<file path="src/rtl/tw_regport_pkg.sv">
package tw_regport_pkg;

  // Default address map of the port
  localparam logic [7:0] WR_A_ADDR_DEF = 8'hD0;
  localparam logic [7:0] RD_A_ADDR_DEF = 8'hD1;
  localparam logic [7:0] WR_B_ADDR_DEF = 8'hD2;
  localparam logic [7:0] RD_B_ADDR_DEF = 8'hD3;

  // Bit of ctrl_a that swaps the 0xD1 readback source
  localparam int OC_BIT_DEF = 0;

  typedef enum logic [1:0] {
    RD_NONE   = 2'd0,
    RD_STATUS = 2'd1,
    RD_CTRL_A = 2'd2,
    RD_CTRL_B = 2'd3
  } rd_sel_e;

endpackage

</file>
<file path="src/rtl/tw_sync.sv">
module tw_sync #(
  parameter int N      = 1,
  parameter int STAGES = 2
) (
  input  logic         clk,
  input  logic         rst_n,
  input  logic [N-1:0] d_async,
  output logic [N-1:0] d_sync
);

  for (genvar g = 0; g < N; g++) begin : g_bit
    logic [STAGES-1:0] chain_q;
    logic [STAGES-1:0] chain_d;

    always_comb chain_d = {chain_q[STAGES-2:0], d_async[g]};

    always_ff @(posedge clk or negedge rst_n) begin
      if (!rst_n) chain_q <= '0;
      else        chain_q <= chain_d;
    end

    assign d_sync[g] = chain_q[STAGES-1];
  end

endmodule

</file>
<file path="src/rtl/tw_frame_rx.sv">
module tw_frame_rx #(
  parameter int FRAME_W = 32,
  parameter int BCNT_W  = 7
) (
  input  logic               clk,
  input  logic               rst_n,
  input  logic               frame_lvl,
  input  logic               frame_rise,
  input  logic               sclk_rise,
  input  logic               din_lvl,
  output logic [FRAME_W-1:0] shift_q,
  output logic [BCNT_W-1:0]  bit_cnt_q
);

  logic [FRAME_W-1:0] shift_d;
  logic [BCNT_W-1:0]  bit_cnt_d;
  logic               shift_en;

  // A rising edge counts only while the synchronized strobe is still high
  assign shift_en = frame_lvl & sclk_rise & ~frame_rise;

  always_comb begin
    shift_d   = shift_q;
    bit_cnt_d = bit_cnt_q;
    if (frame_rise) begin
      shift_d   = '0;
      bit_cnt_d = '0;
    end else if (shift_en) begin
      shift_d = {shift_q[FRAME_W-2:0], din_lvl};
      if (bit_cnt_q != '1) bit_cnt_d = bit_cnt_q + 1'b1;
    end
  end

  always_ff @(posedge clk or negedge rst_n) begin
    if (!rst_n) begin
      shift_q   <= '0;
      bit_cnt_q <= '0;
    end else begin
      shift_q   <= shift_d;
      bit_cnt_q <= bit_cnt_d;
    end
  end

endmodule

</file>
<file path="src/rtl/tw_readback.sv">
module tw_readback
  import tw_regport_pkg::*;
#(
  parameter int               WORD_W    = 24,
  parameter int               ADDR_W    = 8,
  parameter int               CNT_W     = 16,
  parameter int               IO_W      = 5,
  parameter int               BCNT_W    = 7,
  parameter int               OC_BIT    = 0,
  parameter logic [ADDR_W-1:0] RD_A_ADDR = ADDR_W'(RD_A_ADDR_DEF),
  parameter logic [ADDR_W-1:0] RD_B_ADDR = ADDR_W'(RD_B_ADDR_DEF)
) (
  input  logic              clk,
  input  logic              rst_n,
  input  logic              frame_lvl,
  input  logic              frame_rise,
  input  logic              frame_fall,
  input  logic              sclk_fall,
  input  logic [BCNT_W-1:0] bit_cnt,
  input  logic [ADDR_W-1:0] addr,
  input  logic [WORD_W-1:0] ctrl_a,
  input  logic [WORD_W-1:0] ctrl_b,
  input  logic [CNT_W-1:0]  cnt_value,
  input  logic              cnt_over,
  input  logic              cnt_busy,
  input  logic              pll_unlock,
  input  logic              pll_valid,
  input  logic [IO_W-1:0]   io_lvl,
  output logic              cap,
  output logic              dout,
  output logic              doe
);

  localparam int PAD_W = WORD_W - CNT_W - 4;

  rd_sel_e           sel;
  logic [WORD_W-1:0] status_word;
  logic [WORD_W-1:0] word;
  logic [WORD_W-1:0] out_q, out_d;
  logic              oe_q, oe_d;
  logic              addr_done;

  assign status_word = {cnt_value, cnt_over, cnt_busy, pll_unlock, pll_valid, {PAD_W{1'b0}}};

  always_comb begin
    if (addr == RD_A_ADDR)      sel = ctrl_a[OC_BIT] ? RD_CTRL_A : RD_STATUS;
    else if (addr == RD_B_ADDR) sel = RD_CTRL_B;
    else                        sel = RD_NONE;
  end

  always_comb begin
    case (sel)
      RD_STATUS: word = status_word;
      RD_CTRL_A: word = ctrl_a;
      RD_CTRL_B: word = {ctrl_b[WORD_W-1:IO_W], io_lvl};
      default:   word = '0;
    endcase
  end

  // Ninth falling edge: the address byte is complete
  assign addr_done = frame_lvl & sclk_fall & (bit_cnt == BCNT_W'(ADDR_W));
  assign cap       = addr_done & (sel != RD_NONE);

  always_comb begin
    out_d = out_q;
    oe_d  = oe_q;
    if (frame_rise || frame_fall) begin
      oe_d = 1'b0;
    end else if (cap) begin
      out_d = word;
      oe_d  = 1'b1;
    end else if (oe_q && sclk_fall) begin
      out_d = {out_q[WORD_W-2:0], 1'b0};
    end
  end

  always_ff @(posedge clk or negedge rst_n) begin
    if (!rst_n) begin
      out_q <= '0;
      oe_q  <= 1'b0;
    end else begin
      out_q <= out_d;
      oe_q  <= oe_d;
    end
  end

  assign dout = oe_q & out_q[WORD_W-1];
  assign doe  = oe_q;

endmodule

</file>
<file path="src/rtl/tw_regport.sv">
module tw_regport
  import tw_regport_pkg::*;
#(
  parameter int                WORD_W     = 24,
  parameter int                ADDR_W     = 8,
  parameter int                CNT_W      = 16,
  parameter int                IO_W       = 5,
  parameter int                SYNC_STG   = 2,
  parameter int                OC_BIT     = OC_BIT_DEF,
  parameter logic [ADDR_W-1:0] WR_A_ADDR  = ADDR_W'(WR_A_ADDR_DEF),
  parameter logic [ADDR_W-1:0] RD_A_ADDR  = ADDR_W'(RD_A_ADDR_DEF),
  parameter logic [ADDR_W-1:0] WR_B_ADDR  = ADDR_W'(WR_B_ADDR_DEF),
  parameter logic [ADDR_W-1:0] RD_B_ADDR  = ADDR_W'(RD_B_ADDR_DEF),
  parameter logic [WORD_W-1:0] CTRL_A_RST = '0,
  parameter logic [WORD_W-1:0] CTRL_B_RST = '0
) (
  input  logic              clk,
  input  logic              rst_n,
  input  logic              ser_clk,
  input  logic              ser_frame,
  input  logic              ser_din,
  output logic              ser_dout,
  output logic              ser_doe,
  input  logic [CNT_W-1:0]  cnt_value,
  input  logic              cnt_over,
  input  logic              cnt_busy,
  input  logic              pll_unlock,
  input  logic              pll_valid,
  input  logic [IO_W-1:0]   io_pins_in,
  output logic [WORD_W-1:0] ctrl_a,
  output logic [WORD_W-1:0] ctrl_b
);

  localparam int FRAME_W = ADDR_W + WORD_W;
  localparam int BCNT_W  = $clog2(FRAME_W) + 2;
  localparam int SYNC_N  = IO_W + 3;

  // Reset: asserted asynchronously, released on a clock edge
  logic [1:0] rst_pipe_q;
  logic       rst_int_n;

  always_ff @(posedge clk or negedge rst_n) begin
    if (!rst_n) rst_pipe_q <= 2'b00;
    else        rst_pipe_q <= {rst_pipe_q[0], 1'b1};
  end
  assign rst_int_n = rst_pipe_q[1];

  // Synchronize the serial lines and the pin inputs
  logic [SYNC_N-1:0] sync_out;
  logic              sclk_lvl, frame_lvl, din_lvl;
  logic [IO_W-1:0]   io_lvl;

  tw_sync #(.N(SYNC_N), .STAGES(SYNC_STG)) u_sync (
    .clk     (clk),
    .rst_n   (rst_int_n),
    .d_async ({io_pins_in, ser_din, ser_frame, ser_clk}),
    .d_sync  (sync_out)
  );

  assign sclk_lvl  = sync_out[0];
  assign frame_lvl = sync_out[1];
  assign din_lvl   = sync_out[2];
  assign io_lvl    = sync_out[SYNC_N-1:3];

  // Edge detection on the synchronized bit clock and strobe
  logic sclk_prev_q, frame_prev_q;
  logic sclk_rise, sclk_fall, frame_rise, frame_fall;

  always_ff @(posedge clk or negedge rst_int_n) begin
    if (!rst_int_n) begin
      sclk_prev_q  <= 1'b0;
      frame_prev_q <= 1'b0;
    end else begin
      sclk_prev_q  <= sclk_lvl;
      frame_prev_q <= frame_lvl;
    end
  end

  assign sclk_rise  =  sclk_lvl  & ~sclk_prev_q;
  assign sclk_fall  = ~sclk_lvl  &  sclk_prev_q;
  assign frame_rise =  frame_lvl & ~frame_prev_q;
  assign frame_fall = ~frame_lvl &  frame_prev_q;

  // Frame reception
  logic [FRAME_W-1:0] shift_q;
  logic [BCNT_W-1:0]  bit_cnt;

  tw_frame_rx #(.FRAME_W(FRAME_W), .BCNT_W(BCNT_W)) u_rx (
    .clk        (clk),
    .rst_n      (rst_int_n),
    .frame_lvl  (frame_lvl),
    .frame_rise (frame_rise),
    .sclk_rise  (sclk_rise),
    .din_lvl    (din_lvl),
    .shift_q    (shift_q),
    .bit_cnt_q  (bit_cnt)
  );

  // Control words, committed when a complete frame closes
  logic [WORD_W-1:0] ctrl_a_q, ctrl_a_d, ctrl_b_q, ctrl_b_d;
  logic [ADDR_W-1:0] frm_addr;
  logic [WORD_W-1:0] frm_data;
  logic              commit;

  assign frm_addr = shift_q[FRAME_W-1 -: ADDR_W];
  assign frm_data = shift_q[WORD_W-1:0];
  assign commit   = frame_fall & (bit_cnt == BCNT_W'(FRAME_W));

  always_comb begin
    ctrl_a_d = ctrl_a_q;
    ctrl_b_d = ctrl_b_q;
    if (commit && frm_addr == WR_A_ADDR) ctrl_a_d = frm_data;
    if (commit && frm_addr == WR_B_ADDR) ctrl_b_d = frm_data;
  end

  always_ff @(posedge clk or negedge rst_int_n) begin
    if (!rst_int_n) begin
      ctrl_a_q <= CTRL_A_RST;
      ctrl_b_q <= CTRL_B_RST;
    end else begin
      ctrl_a_q <= ctrl_a_d;
      ctrl_b_q <= ctrl_b_d;
    end
  end

  assign ctrl_a = ctrl_a_q;
  assign ctrl_b = ctrl_b_q;

  // Readback
  logic cap;

  tw_readback #(
    .WORD_W(WORD_W), .ADDR_W(ADDR_W), .CNT_W(CNT_W), .IO_W(IO_W),
    .BCNT_W(BCNT_W), .OC_BIT(OC_BIT), .RD_A_ADDR(RD_A_ADDR), .RD_B_ADDR(RD_B_ADDR)
  ) u_rb (
    .clk        (clk),
    .rst_n      (rst_int_n),
    .frame_lvl  (frame_lvl),
    .frame_rise (frame_rise),
    .frame_fall (frame_fall),
    .sclk_fall  (sclk_fall),
    .bit_cnt    (bit_cnt),
    .addr       (shift_q[ADDR_W-1:0]),
    .ctrl_a     (ctrl_a_q),
    .ctrl_b     (ctrl_b_q),
    .cnt_value  (cnt_value),
    .cnt_over   (cnt_over),
    .cnt_busy   (cnt_busy),
    .pll_unlock (pll_unlock),
    .pll_valid  (pll_valid),
    .io_lvl     (io_lvl),
    .cap        (cap),
    .dout       (ser_dout),
    .doe        (ser_doe)
  );

endmodule

</file>
<file path="config.mk">
export PLATFORM = sky130hd
export DESIGN_NAME = tw_regport
export DESIGN_NICKNAME = d
export VERILOG_FILES = /design/src/rtl/tw_regport_pkg.sv /design/src/rtl/tw_sync.sv /design/src/rtl/tw_frame_rx.sv /design/src/rtl/tw_readback.sv /design/src/rtl/tw_regport.sv
export SDC_FILE = /design/constraint.sdc
export NUM_CORES = 1
export LEC_CHECK = 0
export BUFFER_PORTS_ARGS = -buffer_cell sky130_fd_sc_hd__buf_2
export CORE_UTILIZATION = 30
export DETAILED_ROUTE_END_ITERATION = 8
export GPL_ROUTABILITY_DRIVEN = 0
export GPL_TIMING_DRIVEN = 0
export PLACE_DENSITY = 0.46
export SLEW_MARGIN = 5
export SYNTH_ARGS = -nofsm -noshare
export SYNTH_HDL_FRONTEND = slang
export SYNTH_SLANG_ARGS = --single-unit
</file>
<file path="constraint.sdc">
create_clock -name clk -period 5.26 [get_ports clk]
set_input_delay 0 -clock clk [delete_from_list [all_inputs] [get_ports clk]]
set_output_delay 0 -clock clk [all_outputs]
set_load 0.005 [all_outputs]
</file>
Yosys cells after proc, flatten, opt, wreduce, memory -nomap -nowiden
Cells that the tools add are included.
W data, S select, Z words.
{"block": "totals", "word_cells": 69, "output_inout_bits": 50, "register_bits": 132}
{"block": "op_classes", "muxes": 13, "addsub": 1, "reduce_logical": 11, "n_eq_ne": 10, "n_bitwise": 17}
{"operator": "$pmux W24 S3", "n": 1}
{"operator": "$mux W32", "n": 2}
{"operator": "$mux W24", "n": 2}
{"operator": "$eq A8 B8 Y1 const B", "n": 4}
{"operator": "$mux W7", "n": 3}
{"operator": "$and A1 B1 Y1", "n": 11}
{"operator": "$reduce_bool A2 Y1", "n": 5}
{"operator": "$add A7 B1 Y7 const B", "n": 1}
{"operator": "$eq A7 B4 Y1 const B", "n": 1}
{"operator": "$eq A7 B6 Y1 const B", "n": 1}
{"operator": "$ne A7 B7 Y1 const B", "n": 1}
{"operator": "$mux W2", "n": 3}
{"operator": "$not A1 Y1", "n": 6}
{"operator": "$eq A2 B2 Y1 const B", "n": 2}
{"operator": "$reduce_and A2 Y1", "n": 2}
{"operator": "$logic_and A1 B1 Y1", "n": 3}
{"operator": "$eq A2 B1 Y1 const B", "n": 1}
{"operator": "$mux W1", "n": 2}
{"operator": "$logic_or A1 B1 Y1", "n": 1}

Longest topological paths before layout
Gate-level depths: netlist of run 1.
{"block": "depth", "ltp_word": 7, "depth_mapped": 8, "ltp_nobuf": 6}

By module
A second synthesis of run 1 with hierarchy kept.
{"block": "unflattened", "hier_cells": 472, "hier_area_um2": 5929.4}
{"module": "tw_regport", "area_each_um2": 2174.6, "n_inst": 1, "seq_area_each_um2": 1301.2, "cells_each": 117}
{"module": "tw_readback", "area_each_um2": 1672.9, "n_inst": 1, "seq_area_each_um2": 625.6, "cells_each": 154}
{"module": "tw_frame_rx", "area_each_um2": 1621.6, "n_inst": 1, "seq_area_each_um2": 975.9, "cells_each": 177}
{"module": "tw_sync", "area_each_um2": 460.4, "n_inst": 1, "seq_area_each_um2": 400.4, "cells_each": 24}

Worst setup path before layout of run 1
OpenSTA, ideal clock, no wires.
{"block": "synth_path", "kind": "reg-to-reg", "from": "register u_rx.bit_cnt_q[0]", "to": "register ctrl_b_q[10], in the netlist ctrl_b[10]", "arrival_time_ns": 2.209, "required_ns": 5.135, "path_stages_with_launch": 9, "path_slack_ns": 2.925, "setup_time_ns": 0.125, "path_buffers": 3, "period_less_slack_ns": 2.335, "cell_sequence": "dfrtp_1 inv_1 ha_1 or4b_1 buf_2 or4_4 buf_6 buf_12 mux2_4"}
{"block": "synth_via", "elab_chain_len": 3}
{"element": "from (decl)", "line": "tw_frame_rx.sv:12", "rtl": "output logic [BCNT_W-1:0] bit_cnt_q"}
{"element": "from (signal assigned)", "line": "tw_frame_rx.sv:40", "rtl": "bit_cnt_q <= bit_cnt_d;"}
{"element": "$eq A7 B6 Y1", "line": "tw_regport.sv:107", "rtl": "assign commit = frame_fall & (bit_cnt == BCNT_W'(FRAME_W));"}
{"element": "$and A1 B1 Y1", "line": "tw_regport.sv:107"}
{"element": "$logic_and A1 B1 Y1", "line": "tw_regport.sv:113", "rtl": "if (commit && frm_addr == WR_B_ADDR) ctrl_b_d = frm_data;"}
{"element": "to (signal assigned)", "line": "tw_regport.sv:122", "rtl": "ctrl_b_q <= ctrl_b_d;"}
{"element": "to (decl)", "line": "tw_regport.sv:100", "rtl": "logic [WORD_W-1:0] ctrl_a_q, ctrl_a_d, ctrl_b_q, ctrl_b_d;"}
Every way passes these cells.
A chain may end at the register's enable or synchronous reset.

Worst setup path after layout of run 1
{"block": "layout_path", "from": "register u_rx.bit_cnt_q[0]", "to": "register ctrl_a_q[19], in the netlist ctrl_a[19]"}
{"block": "layout_via", "elab_chain_len": 3}
{"element": "$eq A7 B6 Y1", "line": "tw_regport.sv:107"}
{"element": "$and A1 B1 Y1", "line": "tw_regport.sv:107"}
{"element": "$logic_and A1 B1 Y1", "line": "tw_regport.sv:112", "rtl": "if (commit && frm_addr == WR_A_ADDR) ctrl_a_d = frm_data;"}
{"element": "to (signal assigned)", "line": "tw_regport.sv:121", "rtl": "ctrl_a_q <= ctrl_a_d;"}
{"element": "to (decl)", "line": "tw_regport.sv:100"}
Every way passes these cells.

==> impl_metrics.yaml, run 1 <==
timing:
  timing.hold.ws_ps: 54.37
  fin_crit_ps: 2777
  rsz0062_at_grt: "no"
  fin_crit_sh_pct: 52.80
  setup_viol: 0
  maxSlewHeadroom_pct: 44.57
  fmax_mhz: 360.1
  tightest_slew_ps: 831.5
  fin_worst_skew_ps: 9.669
  setup_tns_ps: 0
  finalMaxSlewViolations: 0
  report.final.hold_viol_count: 0
final_layout:
  fin_util_pct: 38.66
  fill_cells: 1815
  layout-area-overhead-vs-synth_pct: 26.48
  register_area_um2: 3307
  drive_above_1_share_pct: 29.44
  fin_nets: 612
  antenna_cells: 0
  multi_input_area_um2: 2148
floorplanning:
  start_util_pct: 30.56
  die-area_um2: 19610
  core_area_um2: 18710
  die_w_um: 140.0
  die_y_um: 140.0
  rows: 50
  ios: 80
synthesis:
  synthCells: 468
  synth_edf_count: 0
  yosysSeqAreaShare_pct: 57.78
  synth_flop_cell: "dfrtp_1"
  yosysWarnings: 0
  synth_area_leader_cell: "dfrtp_1"
  synth_nets: 502
  ys_top_cells_by_count: "dfrtp_1 (132), nand2_1 (45), a22o_1 (31)"
  async_flop_share_pct: 100.0
  avgSynthCellArea_um2: 12.22
  synth_most_common_cell: "dfrtp_1"
  synth_top_area_share_pct: 57.78
  ys_ff_latch: 132
  synth_area_leaders: "dfrtp_1 (58%), mux2_4 (5.3%), mux2_2 (4.9%)"
  syn_area_um2: 5717
  yosysUniqueCellTypes: 47
global_route:
  grt_pass1_wl_um: 23180
  grt_max_degree: 60
  antenna_found_initial: 0
  overflow: 0
  track_usage_pct: 15.60
  first_global_vias: 4097
worst_setup_path:
  critPathMaxStageDelay_ps: 560
  cp_cell_sequence: "inv_1 -> ha_1 -> or4b_1 -> buf_2 -> nor4_4 -> buf_2 -> mux2_2"
  crit_top_cell: "buf_2"
  r2r_cells: 7
  critPathSlowestCell: "nor4_4"
  cp_num_cells: 7
  path_buf_inv: 3
  cp-start-kind: "flop"
  crit_arrival_ps: 3080
  critPathTopFamily: "simple AND/OR/NAND/NOR gates"
  path_max_fanout: 10
  path_class: "flop to flop"
  critPathRequiredTime_ps: 5560
  worstSetupEndpointType: "flop"
placed_design:
  dpl.hpwl_um: 9666
  port_buffers: 79
power:
  pwr_density_cell_nw_per_um2: 339.7
  ir_drop_uv: 216.6
  p_leak_uw: 0.003480
routing:
  firstDrtPassIters: 4
  drc: 0
  vias: 4028
  drt_iter0_markers: 255
  antenna_left: 0
  post_drt_via_cell_ratio: 4.882
  drt-total-wl_um: 14100
  post_drt_wl_per_cell_um: 17.09
clocking:
  cts_buffers: 17
  clkLatencyLatePin_ps: 420
  post_cts_buffers: 0
  clkTransAtPathRegs_ps: 60
  clock_path_buffers: 2
  cts_tree: "done"
  cts.sinks: 132
  clock_tree.root_cell: "clkbuf_16"
  htreeDepth: 4
hold_path:
  worst_hold_path_type: "primary input to flop"
  hold_depth: 5
status:
  status: "finished, final reports clean"
flow_run:
  drv_cap: 0
[registers in the layout, indices dropped and copies added, names as in the netlist]
name and flops:
u_rx.shift_q 32, ctrl_a 24, ctrl_b 24, u_rb.out_q 24, u_sync.g_bit.chain_q 16, u_rx.bit_cnt_q 7, rst_pipe_q 2, frame_prev_q 1
sclk_prev_q 1, u_rb.doe 1
[placed cells by master, fill, tap and decap left out, drive strengths merged, types with 4 or more instances in the layout]
cell type / synthesis / layout
bufinv: 0 / 5
clkbuf: 15 / 35
a22o: 31 / 31
nand2: 45 / 45
nor2: 27 / 27
dfrtp: 132 / 132
inv: 28 / 29
mux2: 48 / 48
mux2i: 20 / 20
o21ai: 26 / 26
a21oi: 8 / 8
a221oi: 20 / 20
ha: 4 / 4
nand3b: 4 / 4
buf: 14 / 95
dlygate4sd3: 0 / 10
[routing by layer]
layer	track usage (%)	part of all wire (%)	wire length [um]	vias to the layer above
met5	0	0	0	-
met4	5.726	1.7	244	0
met3	3.487	3.4	477	17
met2	23.68	45	6407	76
met1	21.76	49	6966	2041
li1	-	-	-	1894
[worst paths after layout]
check	to	from	slack [ps]
min reg2reg	ctrl_a[17]$_DFFE_PN0P_	rst_pipe_q[1]$_DFF_PN0_	280
max reg2reg	ctrl_a[19]$_DFFE_PN0P_	u_rx.bit_cnt_q[0]$_DFFE_PN0P_	2480
min in group asynchronous	ctrl_a[17]$_DFFE_PN0P_	rst_pipe_q[1]$_DFF_PN0_	280
max in group asynchronous	u_sync.g_bit[7].chain_q[1]$_DFF_PN0_	rst_pipe_q[1]$_DFF_PN0_	4330
min	u_rb.out_q[17]$_DFFE_PN0P_	cnt_value[9]	50
max	ctrl_a[19]$_DFFE_PN0P_	u_rx.bit_cnt_q[0]$_DFFE_PN0P_	2480
[timing repair]
action                                 CTS  global route
resized for setup                        0             0
endpoints found under the hold margin   10             0
setup endpoints to repair                0             0
hold buffers                            10             0
[worst reg2reg max path: stages (launching register included)]
cell	delay, ps
dfrtp_1	430
inv_1	80
ha_1	130
or4b_1	440
buf_2	190
nor4_4	560
buf_2	440
mux2_2	380
[report_power, final]
group / total (uW) / switching, uW / leakage [uW] / internal [uW]
Combinational: 85.8 / 53.8 / 0.00147 / 32.0
Sequential: 1040 / 13.2 / 0.00169 / 1030
Clock: 1330 / 451 / 0.000319 / 879
Total: 2460 / 518 / 0.00348 / 1940
[cell families (layout without fill, tap and decap cells)]
logic type | after synthesis | in the layout | synth area share (%)
and+or+nand+nor | 106 | 106 | 9.433
other | 1 | 1 | 0.06560
buffers and inverters | 57 | 180 | 4.640
muxes | 68 | 68 | 14.27
DFF | 132 | 132 | 57.78
AOI/OAI and AO/OA | 100 | 100 | 12.94
adders and majority gates | 4 | 4 | 0.8755
[metrics by stage]
step           total power (uW)  instance area, um2  instances  setup WS, ps
6_report                   2456                7231        825          2483
5_1_grt                    2545                7231        825          2331
4_1_cts                    2488                7231        825          2450
3_5_place_dp               1141                6464        783          2475
3_3_place_gp               1135                6405        781        -360.7
2_1_floorplan              1099                5717        468          1310
[cell type report]
type	count	area share [%]
multi-input cells	279	29.71
repair buffers	91	7.614
inverters	28	1.454
plain buffers	29	2.215
flip-flops and latches	132	45.73
clock inverters	12	2.769
well taps	234	4.049
clock buffers	20	6.454
Note: power is estimated with default switching activity, not from simulation.
==> run 2: changes to the inputs <==
- ABC_AREA: not set -> 1
- clock period: 5.26 -> 2.7 ns (I/O delays scaled with it)
==> run 2 against run 1 <==
  * Hold slack got worse by 43 ps
  * Register-to-register slack got worse by 1800 ps
  * Critical path type unchanged
  * Largest cell class unchanged
  * Cell area grew 2.8%
  * Non-clock buffer count did not move
  * Clock skew grew 2.6 ps
  * Area after synthesis up 4.7%
  * Largest power group unchanged
==> impl_metrics.yaml, run 2 <==
clocking:
  cts_buffers: 17
  clkTransAtPathRegs_ps: 70
  clock_path_buffers: 2
  ctsResizeCount: 0
  cts.sinks: 132
  clkLatencyLatePin_ps: 420
  cts_tree: "done"
  clock_tree.root_cell: "clkbuf_16"
  htreeDepth: 4
worst_setup_path:
  critPathRequiredTime_ps: 3010
  crit_arrival_ps: 2330
  path_class: "flop to flop"
  cp_cell_sequence: "nor2_1 -> nand3_1 -> nor2_1 -> nand2_4 -> a21oi_4 -> inv_2 -> buf_6 -> nand2_1 -> nand2_1"
  critPathSlowestCell: "dfrtp_1"
  critPathMaxStageDelay_ps: 390
  path_buf_inv: 2
  worstSetupEndpointType: "flop"
  path_max_fanout: 10
  critPathTopFamily: "simple AND/OR/NAND/NOR gates"
  cp-start-kind: "flop"
floorplanning:
  rows: 51
  die_w_um: 143.3
  die_y_um: 143.3
  die-area_um2: 20530
  core_area_um2: 19530
  ios: 80
  start_util_pct: 30.67
timing:
  fin_worst_skew_ps: 12.26
  finalMaxSlewViolations: 0
  setup_viol: 0
  tightest_slew_ps: 619.1
  fmax_mhz: 495.3
  fin_crit_sh_pct: 74.78
  report.final.hold_viol_count: 0
  maxSlewHeadroom_pct: 58.73
  rsz0062_at_grt: "no"
  fin_crit_ps: 2019
  timing.hold.ws_ps: 11.64
final_layout:
  top_register: "u_rx.shift_q"
  antenna_cells: 0
  drive_above_1_share_pct: 15.55
  layout-area-overhead-vs-synth_pct: 24.17
  final_common_cell: "nand2_1"
  fill_cells: 2126
  final_cell_mix: "nand2_1 (168), inv_1 (151), dfrtp_1 (131), nor2_1 (110), buf_2 (83)"
  largest_reg_flops: 32
  fin_area_um2: 7436
  fin_nets: 889
power:
  internal_power_uw: 3260
  power_frac_comb_pct: 3.1
  ir_drop_uv: 414.9
  p_leak_uw: 0.003930
  p_sw_share_pct: 24.99
  power_frac_clock_pct: 50.6
  seq_power_share_pct: 46.3
  pwr_density_cell_nw_per_um2: 584.6
  power_switching_uw: 1086
global_route:
  grt_max_degree: 66
  overflow: 0
  antenna_found_initial: 0
  grt_pass1_wl_um: 25200
  first_global_vias: 4602
  track_usage_pct: 16.42
synthesis:
  synth_flop_cell: "dfrtp_1"
  synth_area_leader_cell: "dfrtp_1"
  ys_top_cells_by_count: "nand2_1 (168), inv_1 (151), dfrtp_1 (132)"
  ys_ff_latch: 132
  avgSynthCellArea_um2: 8.038
  synth_top_area_share_pct: 55.16
  syn_area_um2: 5988
  synth_area_leaders: "dfrtp_1 (55%), nand2_1 (11%), inv_1 (9.5%)"
  synth_edf_count: 0
  synth_nets: 779
  synthCells: 745
  async_flop_share_pct: 100.0
  synth_most_common_cell: "nand2_1"
  yosysUniqueCellTypes: 29
  yosysWarnings: 0
  yosysSeqAreaShare_pct: 55.16
routing:
  vias: 4670
  antenna_left: 0
  drt-total-wl_um: 15310
  drt_iter0_markers: 258
  post_drt_via_cell_ratio: 4.122
  firstDrtPassIters: 4
  drc: 0
  post_drt_wl_per_cell_um: 13.51
placed_design:
  dpl-instance-area_um2: 6774
  port_buffers: 79
  dpl.hpwl_um: 11040
flow_run:
  drv_cap: 0
hold_path:
  worst_hold_path_type: "primary input to flop"
status:
  status: "finished, final reports clean"
-- run 2: timing repair --
item | in CTS | in global routing
buffers inserted | 0 | 0
endpoints found under the hold margin | 10 | 0
hold buffers | 10 | 0
-- run 2: final timing paths --
path	cells after the start	to	startpoint	slack [ps]
max reg2reg	9	u_rb.out_q[22]$_DFFE_PN0P_	u_sync.g_bit[0].chain_q[1]$_DFF_PN0_	680
max in group asynchronous	1	u_rb.out_q[7]$_DFFE_PN0P_	rst_pipe_q[1]$_DFF_PN0_	2020
max	9	u_rb.out_q[22]$_DFFE_PN0P_	u_sync.g_bit[0].chain_q[1]$_DFF_PN0_	680
min in group asynchronous	0	ctrl_b[18]$_DFFE_PN0P_	rst_pipe_q[1]$_DFF_PN0_	140
min reg2reg	0	ctrl_b[18]$_DFFE_PN0P_	rst_pipe_q[1]$_DFF_PN0_	140
min	7	u_rb.out_q[17]$_DFFE_PN0P_	cnt_value[9]	10
-- run 2: cell families (layout without fill, tap and decap cells) --
group,Yosys count,after routing,synth area share [%]
other cells,1,1,0.06262
xor+xnor,1,1,0.1463
compound gates,91,91,9.152
fa+ha+maj,4,4,0.8358
buf+inv,184,307,11.99
simple gates,332,332,22.65
flops,132,132,55.16
-- run 2: power by group through the flow --
stage | sequential (uW) | clock, uW | combinational, uW
final | 2010 | 2200 | 136
after global placement | 2090 | 0 | 81.6
after CTS | 2010 | 2260 | 142
after detailed placement | 2050 | 0 | 130
after global routing | 2010 | 2360 | 160
after floorplan | 2070 | 0 | 45.4
-- run 2: worst reg2reg max path: cells and delay by family, from the launching register on --
kind            cells  cell delay (ps)
compound gates      1              260
buf+inv             2              280
flops               1              390
simple gates        6              970
-- run 2: layout make-up --
type	instances	area [um2]	share of cell area [%]
flip-flops and latches	132	3307	44.47
multi-input cells	429	1967	26.45
inverters	155	581.8	7.824
repair buffers	91	550.5	7.404
clock buffers	17	425.4	5.721
well taps	265	331.6	4.459
clock inverters	15	136.4	1.834
plain buffers	29	136.4	1.834
-- run 2: stage by stage --
stage | instances | TNS, ps | setup WS, ps | util [%] | power (uW)
finish | 1133 | 0 | 680.9 | 38.08 | 4347
global placement | 1089 | -61270 | -477.2 | 34.40 | 2169
detailed placement | 1091 | 0 | 676.0 | 34.69 | 2181
CTS | 1133 | 0 | 658.1 | 38.08 | 4420
floorplan | 745 | 0 | 503.6 | - | 2116
global route | 1133 | 0 | 444.3 | 38.08 | 4538
-- run 2: routing by layer --
layer,routed length [um],GRT usage (%),part of all wire (%)
met1,7497,22.11,49
met3,389,3.454,2.5
met2,7354,25.93,48
met4,69,6.047,0.45
met5,0,0,0
